$ cat config.mk
export PLATFORM = sky130hd
export DESIGN_NAME = pixel_token_loader
export DESIGN_NICKNAME = d
export VERILOG_FILES = /design/src/rtl/pixel_token_pkg.sv /design/src/rtl/token_tracker.sv /design/src/rtl/slot_bank.sv /design/src/rtl/row_latch.sv /design/src/rtl/pixel_token_loader.sv
export SDC_FILE = /design/constraint.sdc
export NUM_CORES = 2
export LEC_CHECK = 0
export BUFFER_PORTS_ARGS = -buffer_cell sky130_fd_sc_hd__buf_2
export CELL_PAD_IN_SITES_DETAIL_PLACEMENT = 0
export CELL_PAD_IN_SITES_GLOBAL_PLACEMENT = 1
export CORE_AREA = 5 5 575 577
export CTS_BUF_LIST = sky130_fd_sc_hd__clkbuf_2 sky130_fd_sc_hd__clkbuf_4 sky130_fd_sc_hd__clkbuf_8
export DETAILED_ROUTE_END_ITERATION = 8
export DIE_AREA = 0 0 580 582
export HOLD_SLACK_MARGIN = 0.02
export PLACE_DENSITY_LB_ADDON = 0.2
export SYNTH_ARGS = -nofsm -noshare
export SYNTH_HDL_FRONTEND = slang
export SYNTH_SLANG_ARGS = --single-unit
$ cat constraint.sdc
create_clock -name clk -period 4.2 [get_ports clk]
set_input_delay 0.21 -clock clk [delete_from_list [all_inputs] [get_ports clk]]
set_output_delay 0.21 -clock clk [all_outputs]
set_load 0.1 [all_outputs]
$ cat src/rtl/pixel_token_pkg.sv
package pixel_token_pkg;

  typedef enum logic [1:0] {
    LANE_A = 2'd0,
    LANE_B = 2'd1,
    LANE_C = 2'd2
  } lane_e;

  // Lane that feeds the slot at travel-order position s in three-bus mode
  function automatic lane_e lane_of(input int s);
    case (s % 3)
      0:       return LANE_A;
      1:       return LANE_B;
      default: return LANE_C;
    endcase
  endfunction

endpackage

$ cat src/rtl/token_tracker.sv
module token_tracker #(
  parameter int NUM_COLS = 240,
  parameter int GW       = 8
) (
  input  logic          clk,
  input  logic          rst,
  input  logic          dir_ltr,
  input  logic          wide_mode,
  input  logic          tok_l_in,
  input  logic          tok_r_in,
  output logic          cap_valid,
  output logic [GW-1:0] cap_grp,
  output logic          cap_dir,
  output logic          cap_wide,
  output logic          tok_l_out,
  output logic          tok_r_out
);
  localparam int GROUPS_SINGLE = NUM_COLS;
  localparam int GROUPS_WIDE   = NUM_COLS / 3;

  logic          active;
  logic [GW-1:0] grp;
  logic          cur_dir, cur_wide;
  logic          tok_l_q, tok_r_q;
  logic          tok_in_sel, start, cap_last;
  logic [GW-1:0] last_grp;

  always_comb begin
    tok_in_sel = dir_ltr ? tok_l_in : tok_r_in;
    start      = !active && tok_in_sel;
    cap_valid  = active || start;
    cap_grp    = active ? grp : '0;
    cap_dir    = active ? cur_dir : dir_ltr;
    cap_wide   = active ? cur_wide : wide_mode;
    last_grp   = cap_wide ? GW'(GROUPS_WIDE - 1) : GW'(GROUPS_SINGLE - 1);
    cap_last   = (cap_grp == last_grp);
  end

  always_ff @(posedge clk) begin
    if (rst) begin
      active   <= 1'b0;
      grp      <= '0;
      cur_dir  <= 1'b1;
      cur_wide <= 1'b0;
      tok_l_q  <= 1'b0;
      tok_r_q  <= 1'b0;
    end else begin
      tok_l_q <= 1'b0;
      tok_r_q <= 1'b0;
      if (start) begin
        cur_dir  <= dir_ltr;
        cur_wide <= wide_mode;
      end
      if (cap_valid) begin
        if (cap_last) begin
          active  <= 1'b0;
          grp     <= '0;
          tok_r_q <= cap_dir;
          tok_l_q <= !cap_dir;
        end else begin
          active <= 1'b1;
          grp    <= cap_grp + 1'b1;
        end
      end
    end
  end

  assign tok_l_out = tok_l_q;
  assign tok_r_out = tok_r_q;

endmodule

$ cat src/rtl/slot_bank.sv
module slot_bank
  import pixel_token_pkg::*;
#(
  parameter int NUM_COLS = 240,
  parameter int PIX_W    = 6,
  parameter int GW       = 8
) (
  input  logic                      clk,
  input  logic                      rst,
  input  logic                      cap_valid,
  input  logic [GW-1:0]             cap_grp,
  input  logic                      cap_dir,
  input  logic                      cap_wide,
  input  logic [PIX_W-1:0]          bus_a,
  input  logic [PIX_W-1:0]          bus_b,
  input  logic [PIX_W-1:0]          bus_c,
  output logic [NUM_COLS*PIX_W-1:0] load_row
);

  for (genvar c = 0; c < NUM_COLS; c++) begin : g_col
    localparam int    POS_L  = c;
    localparam int    POS_R  = NUM_COLS - 1 - c;
    localparam lane_e LANE_L = lane_of(POS_L);
    localparam lane_e LANE_R = lane_of(POS_R);

    logic [GW-1:0]    my_grp;
    lane_e            my_lane;
    logic [PIX_W-1:0] din;
    logic [PIX_W-1:0] slot_q;

    always_comb begin
      if (cap_wide) begin
        my_grp  = cap_dir ? GW'(POS_L / 3) : GW'(POS_R / 3);
        my_lane = cap_dir ? LANE_L : LANE_R;
      end else begin
        my_grp  = cap_dir ? GW'(POS_L) : GW'(POS_R);
        my_lane = LANE_C;
      end
      case (my_lane)
        LANE_A:  din = bus_a;
        LANE_B:  din = bus_b;
        default: din = bus_c;
      endcase
    end

    always_ff @(posedge clk) begin
      if (rst)
        slot_q <= '0;
      else if (cap_valid && (cap_grp == my_grp))
        slot_q <= din;
    end

    assign load_row[c*PIX_W +: PIX_W] = slot_q;
  end

endmodule

$ cat src/rtl/row_latch.sv
module row_latch #(
  parameter int WIDTH = 1440
) (
  input  logic             clk,
  input  logic             rst,
  input  logic             latch_en,
  input  logic [WIDTH-1:0] d,
  output logic [WIDTH-1:0] q
);
  always_ff @(posedge clk) begin
    if (rst)
      q <= '0;
    else if (latch_en)
      q <= d;
  end
endmodule

$ cat src/rtl/pixel_token_loader.sv
module pixel_token_loader #(
  parameter int NUM_COLS = 240,
  parameter int PIX_W    = 6
) (
  input  logic                      clk,
  input  logic                      rst,
  input  logic                      dir_ltr,
  input  logic                      wide_mode,
  input  logic                      tok_l_in,
  input  logic                      tok_r_in,
  output logic                      tok_l_out,
  output logic                      tok_r_out,
  input  logic [PIX_W-1:0]          bus_a,
  input  logic [PIX_W-1:0]          bus_b,
  input  logic [PIX_W-1:0]          bus_c,
  input  logic                      latch_en,
  output logic [NUM_COLS*PIX_W-1:0] row_out
);
  localparam int GW    = (NUM_COLS > 1) ? $clog2(NUM_COLS) : 1;
  localparam int ROW_W = NUM_COLS * PIX_W;

  logic             cap_valid, cap_dir, cap_wide;
  logic [GW-1:0]    cap_grp;
  logic [ROW_W-1:0] load_row;

  token_tracker #(.NUM_COLS(NUM_COLS), .GW(GW)) i_tracker (
    .clk(clk), .rst(rst), .dir_ltr(dir_ltr), .wide_mode(wide_mode),
    .tok_l_in(tok_l_in), .tok_r_in(tok_r_in),
    .cap_valid(cap_valid), .cap_grp(cap_grp), .cap_dir(cap_dir),
    .cap_wide(cap_wide), .tok_l_out(tok_l_out), .tok_r_out(tok_r_out)
  );

  slot_bank #(.NUM_COLS(NUM_COLS), .PIX_W(PIX_W), .GW(GW)) i_slots (
    .clk(clk), .rst(rst), .cap_valid(cap_valid), .cap_grp(cap_grp),
    .cap_dir(cap_dir), .cap_wide(cap_wide),
    .bus_a(bus_a), .bus_b(bus_b), .bus_c(bus_c), .load_row(load_row)
  );

  row_latch #(.WIDTH(ROW_W)) i_latch (
    .clk(clk), .rst(rst), .latch_en(latch_en), .d(load_row), .q(row_out)
  );

endmodule

==> flow_metrics.tcl <==
set metrics [dict create \
    grt_max_degree 205 \
    synthCells 10100 \
    p_seq_share_pct 45.7 \
    p_switching_mw 16.2 \
    crit_required_ps 5200 \
    start_util_pct 31.4 \
    fillers 32100 \
    ant_nets 0 \
    path_buf_inv 4 \
    min_to "i_latch.q[141]" \
    grt-ovfl-total 0 \
    coreArea_um2 326000 \
    drive_above_1_share_pct 25.6 \
    clkPwrFrac_pct 46.4 \
    crit_top_cell "buf_4" \
    worst_slew_pin_slew_ps 1310 \
    ios 1467 \
    synth-edff-count 0 \
    r2r_setup_slack_ps 200 \
    netlist_area_um2 102000 \
    slew_headroom_pct 12.2 \
    yosysTopAreaCell "dfxtp_1" \
    start_kind "flop" \
    combPwrFrac_pct 8.0 \
    setup_viol 0 \
    crit_chain "buf_4 -> a21oi_4 -> buf_4 -> ha_2 -> buf_4 -> and3_1 -> a2bb2oi_4 -> a211oi_4 -> buf_4 -> and2_0 -> a211oi_1" \
    crit_slowest_cell "a211oi_4" \
    synth.area.top_cells "dfxtp_1 57%, mux2i_1 15%, nor2_1 10%" \
    critPathTopFamily "buffers and inverters" \
    timing.rr.start "i_tracker.active" \
    slowest_delay_ps 740 \
    setup_slack_ps 200 \
    syn2layout_area_growth_pct 25.5 \
    grt_pass1_wl_um 627000 \
    dp_slack_ps -192 \
    std_cell_rows 210 \
    finalHoldViolCount 0 \
    internal_power_mw 44.4 \
    clockBufferDepth 4 \
    vdd_drop_max_mv 0.417 \
    ff2ff_path_depth 11 \
    wl_per_cell_um 28.0 \
    slew_viol_final 0 \
    drt_wl_total_um 458000 \
    synth_top_cell_area_share_pct 56.7 \
    rsz0062_at_grt "no" \
    syn_avg_cell_area_um2 10.1 \
    clk_pin_slew_ps 60 \
    grt_pass1_vias 77900 \
    final.min_clock_period_ps 4000 \
    async_reset_ff_share_pct 0 \
    antenna_found_initial 52 \
    numPortBuffers 1466 \
    cts_setup_buffers 0 \
    viasPerCell 4.95 \
    die_h_um 582 \
    drc_errors 0 \
    root_buffer "clkbuf_8" \
    final_nets 11700 \
    grt_use_total_pct 25.8 \
    skew_ps 67.6 \
    ys_seq_area_share_pct 56.7 \
    syn_nets 10200 \
    cp.arrival_ps 5000 \
    yosysUniqueCellTypes 69 \
    end_kind "flop" \
    hpwlAfterDp_um 314000 \
    htree_levels 6 \
    run_status "complete, no violations" \
    vias 81100 \
    fmax_mhz 250 \
    crit_type "reg -> reg" \
    powerDensity_nw_per_um2 473 \
    yosys_warnings 0 \
    min-delay-start "latch_en" \
    die_w_um 580 \
    maxCapViolCount 0 \
    cts.sink_count 2893 \
    power_mw 60.6 \
    cts_tree "done" \
    fin_crit_sh_pct 95.2 \
    p_sw_share_pct 26.8 \
    first_pass_iters 6 \
    min_path_cells 4 \
    drt_iter0_markers 5450 \
    r2r_end "i_slots.g_col[175].slot_q[0]" \
    cp_max_fo 34 \
    numCtsBuffers 521 \
    finalWeightedCongestion 0.835 \
    p_leak_nw 53.5 \
    synth-seq-cells 2893 \
    ys.flop_type "dfxtp_1" \
    min_path_type "in -> reg" \
    clock_latency_ps 1180 \
    die_area_um2 338000 \
]
[worst max-delay path by stage]
stage | startpoint | endpoint | slack [ps] | cells past startpoint
finish | i_tracker.active | i_slots.g_col[175].slot_q[0] | 200 | 11
global route | i_tracker.active | i_slots.g_col[227].slot_q[1] | 0.4 | 11
CTS | i_tracker.active | i_slots.g_col[188].slot_q[4] | 10 | 11
detailed placement | i_tracker.active | i_slots.g_col[203].slot_q[5] | -190 | 10
global placement | wide_mode | i_slots.g_col[203].slot_q[3] | -220 | 11
floorplan | i_tracker.active | i_slots.g_col[199].slot_q[1] | 660 | 15
[state kept, by name, summed over array words and instances, names as in the netlist]
register              cells
i_tracker.cur_dir         1
i_tracker.grp             8
i_slots.g_col.slot_q   1440
i_tracker.tok_r_out       1
i_tracker.tok_l_out       1
i_tracker.cur_wide        1
i_tracker.active          1
i_latch.q              1440
[layout make-up]
type / instances / area, um2 / share of cell area (%)
inverters: 23 / 86.3 / 0.0673
multi-input cells: 6288 / 42100 / 32.8
clock buffers: 795 / 9960 / 7.76
diodes: 17 / 42.5 / 0.0332
well taps: 4346 / 5440 / 4.24
repair buffers: 1910 / 11700 / 9.10
clock inverters: 96 / 1070 / 0.836
flip-flops and latches: 2893 / 57900 / 45.2
[per-stage QoR]
stage                     util, %  instances  area [um2]  hold slack, ps  setup TNS (ps)
after global placement       35.9      15400      117000             445           -1320
final                        39.4      16400      128000             161               0
after floorplan                 -      10100      102000             399               0
after detailed placement     35.9      15400      117000             454           -1490
after global routing         39.4      16400      128000             156               0
after CTS                    39.4      16400      128000             105               0
[synth_stat cells, types with 7 or more instances]
| library cell | count |
|---|---|
| a2111oi_2 | 12 |
| a211oi_1 | 1271 |
| a21oi_1 | 107 |
| a221oi_1 | 18 |
| a311oi_1 | 19 |
| a31o_2 | 14 |
| a31oi_1 | 17 |
| and2_0 | 10 |
| and3b_1 | 10 |
| buf_1 | 97 |
| buf_2 | 211 |
| clkbuf_1 | 632 |
| dfxtp_1 | 2893 |
| inv_1 | 22 |
| mux2_2 | 19 |
| mux2i_1 | 1567 |
| nand2_1 | 57 |
| nand2b_1 | 8 |
| nand3_1 | 28 |
| nor2_1 | 2770 |
| nor3_1 | 111 |
| nor3_2 | 11 |
| nor3b_1 | 9 |
| nor4_1 | 57 |
| nor4_2 | 18 |
| o2111ai_1 | 7 |
| o21ai_0 | 14 |
| o21ai_1 | 7 |
| xnor2_1 | 21 |
| xor2_1 | 12 |
[worst min-delay path, cell delays in order]
cell	delay, ps
dlygate4sd3_1	570
buf_12	230
mux2i_1	200
nor2_1	80
[placed cells by master (no fill, tap or decap), types with 12 or more instances in the layout]
| cell | netlist | routed |
|---|---|---|
| dfxtp_1 | 2893 | 2892 |
| nor2_1 | 2770 | 2761 |
| mux2i_1 | 1567 | 1549 |
| buf_2 | 211 | 1464 |
| a211oi_1 | 1271 | 1268 |
| clkbuf_8 | 0 | 638 |
| buf_4 | 4 | 335 |
| clkbuf_4 | 0 | 157 |
| a21oi_1 | 107 | 106 |
| nor3_2 | 11 | 94 |
| buf_12 | 0 | 72 |
| nor4_2 | 18 | 66 |
| nand2_1 | 57 | 56 |
| dlygate4sd3_1 | 0 | 38 |
| clkinv_2 | 0 | 36 |
| nand3_1 | 28 | 27 |
| nor3_1 | 111 | 25 |
| inv_1 | 22 | 21 |
| xnor2_1 | 21 | 20 |
| mux2_2 | 19 | 19 |
| a311oi_1 | 19 | 19 |
| a31oi_4 | 0 | 18 |
| mux2i_4 | 0 | 18 |
| a221oi_1 | 18 | 18 |
| diode_2 | 0 | 17 |
| inv_6 | 0 | 15 |
| o21ai_0 | 14 | 14 |
| a31o_2 | 14 | 14 |
| nor4_4 | 4 | 12 |
| inv_12 | 0 | 12 |
[power by group through the flow]
stage                     sequential, mW  clock, mW  combinational, mW
final                               27.7       28.1               4.82
after global routing                27.7       30.2               4.96
after CTS                           27.7       28.9               4.86
after global placement              28.3          0               4.77
after floorplan                     28.5          0               2.09
after detailed placement            28.3          0               4.79
[per-layer routing]
metal  vias up  part of all wire, %  track usage, %
met4         0                  4.1            9.82
met2      2702                   45            41.4
met3       690                  7.7            7.78
li1      38300                    -               -
met5         -                    0               0
met1     39300                   43            32.7
[cells by family (layout without fill, tap and decap cells)]
logic type                 count (synthesis)  in the layout  share of synthesized area, %
AOI/OAI and AO/OA                       1528           1528                          11.2
xor gates and xnor gates                  34             34                         0.299
adders and majority gates                  6              6                        0.0735
buffers and inverters                    967           2824                          3.83
DFF                                     2893           2893                          56.7
muxes                                   1586           1586                          15.6
other                                      0             17                             0
and+or+nand+nor                         3134           3134                          12.4
[timing repair]
action | 4_1_cts | 5_1_grt
hold buffers | 38 | 0
pin swaps | 1 | 0
hold endpoints to repair | 2346 | 0
endpoints found under the setup margin | 24 | 47
gates resized for setup | 3 | 4
Power figures use the tool's default switching activity.
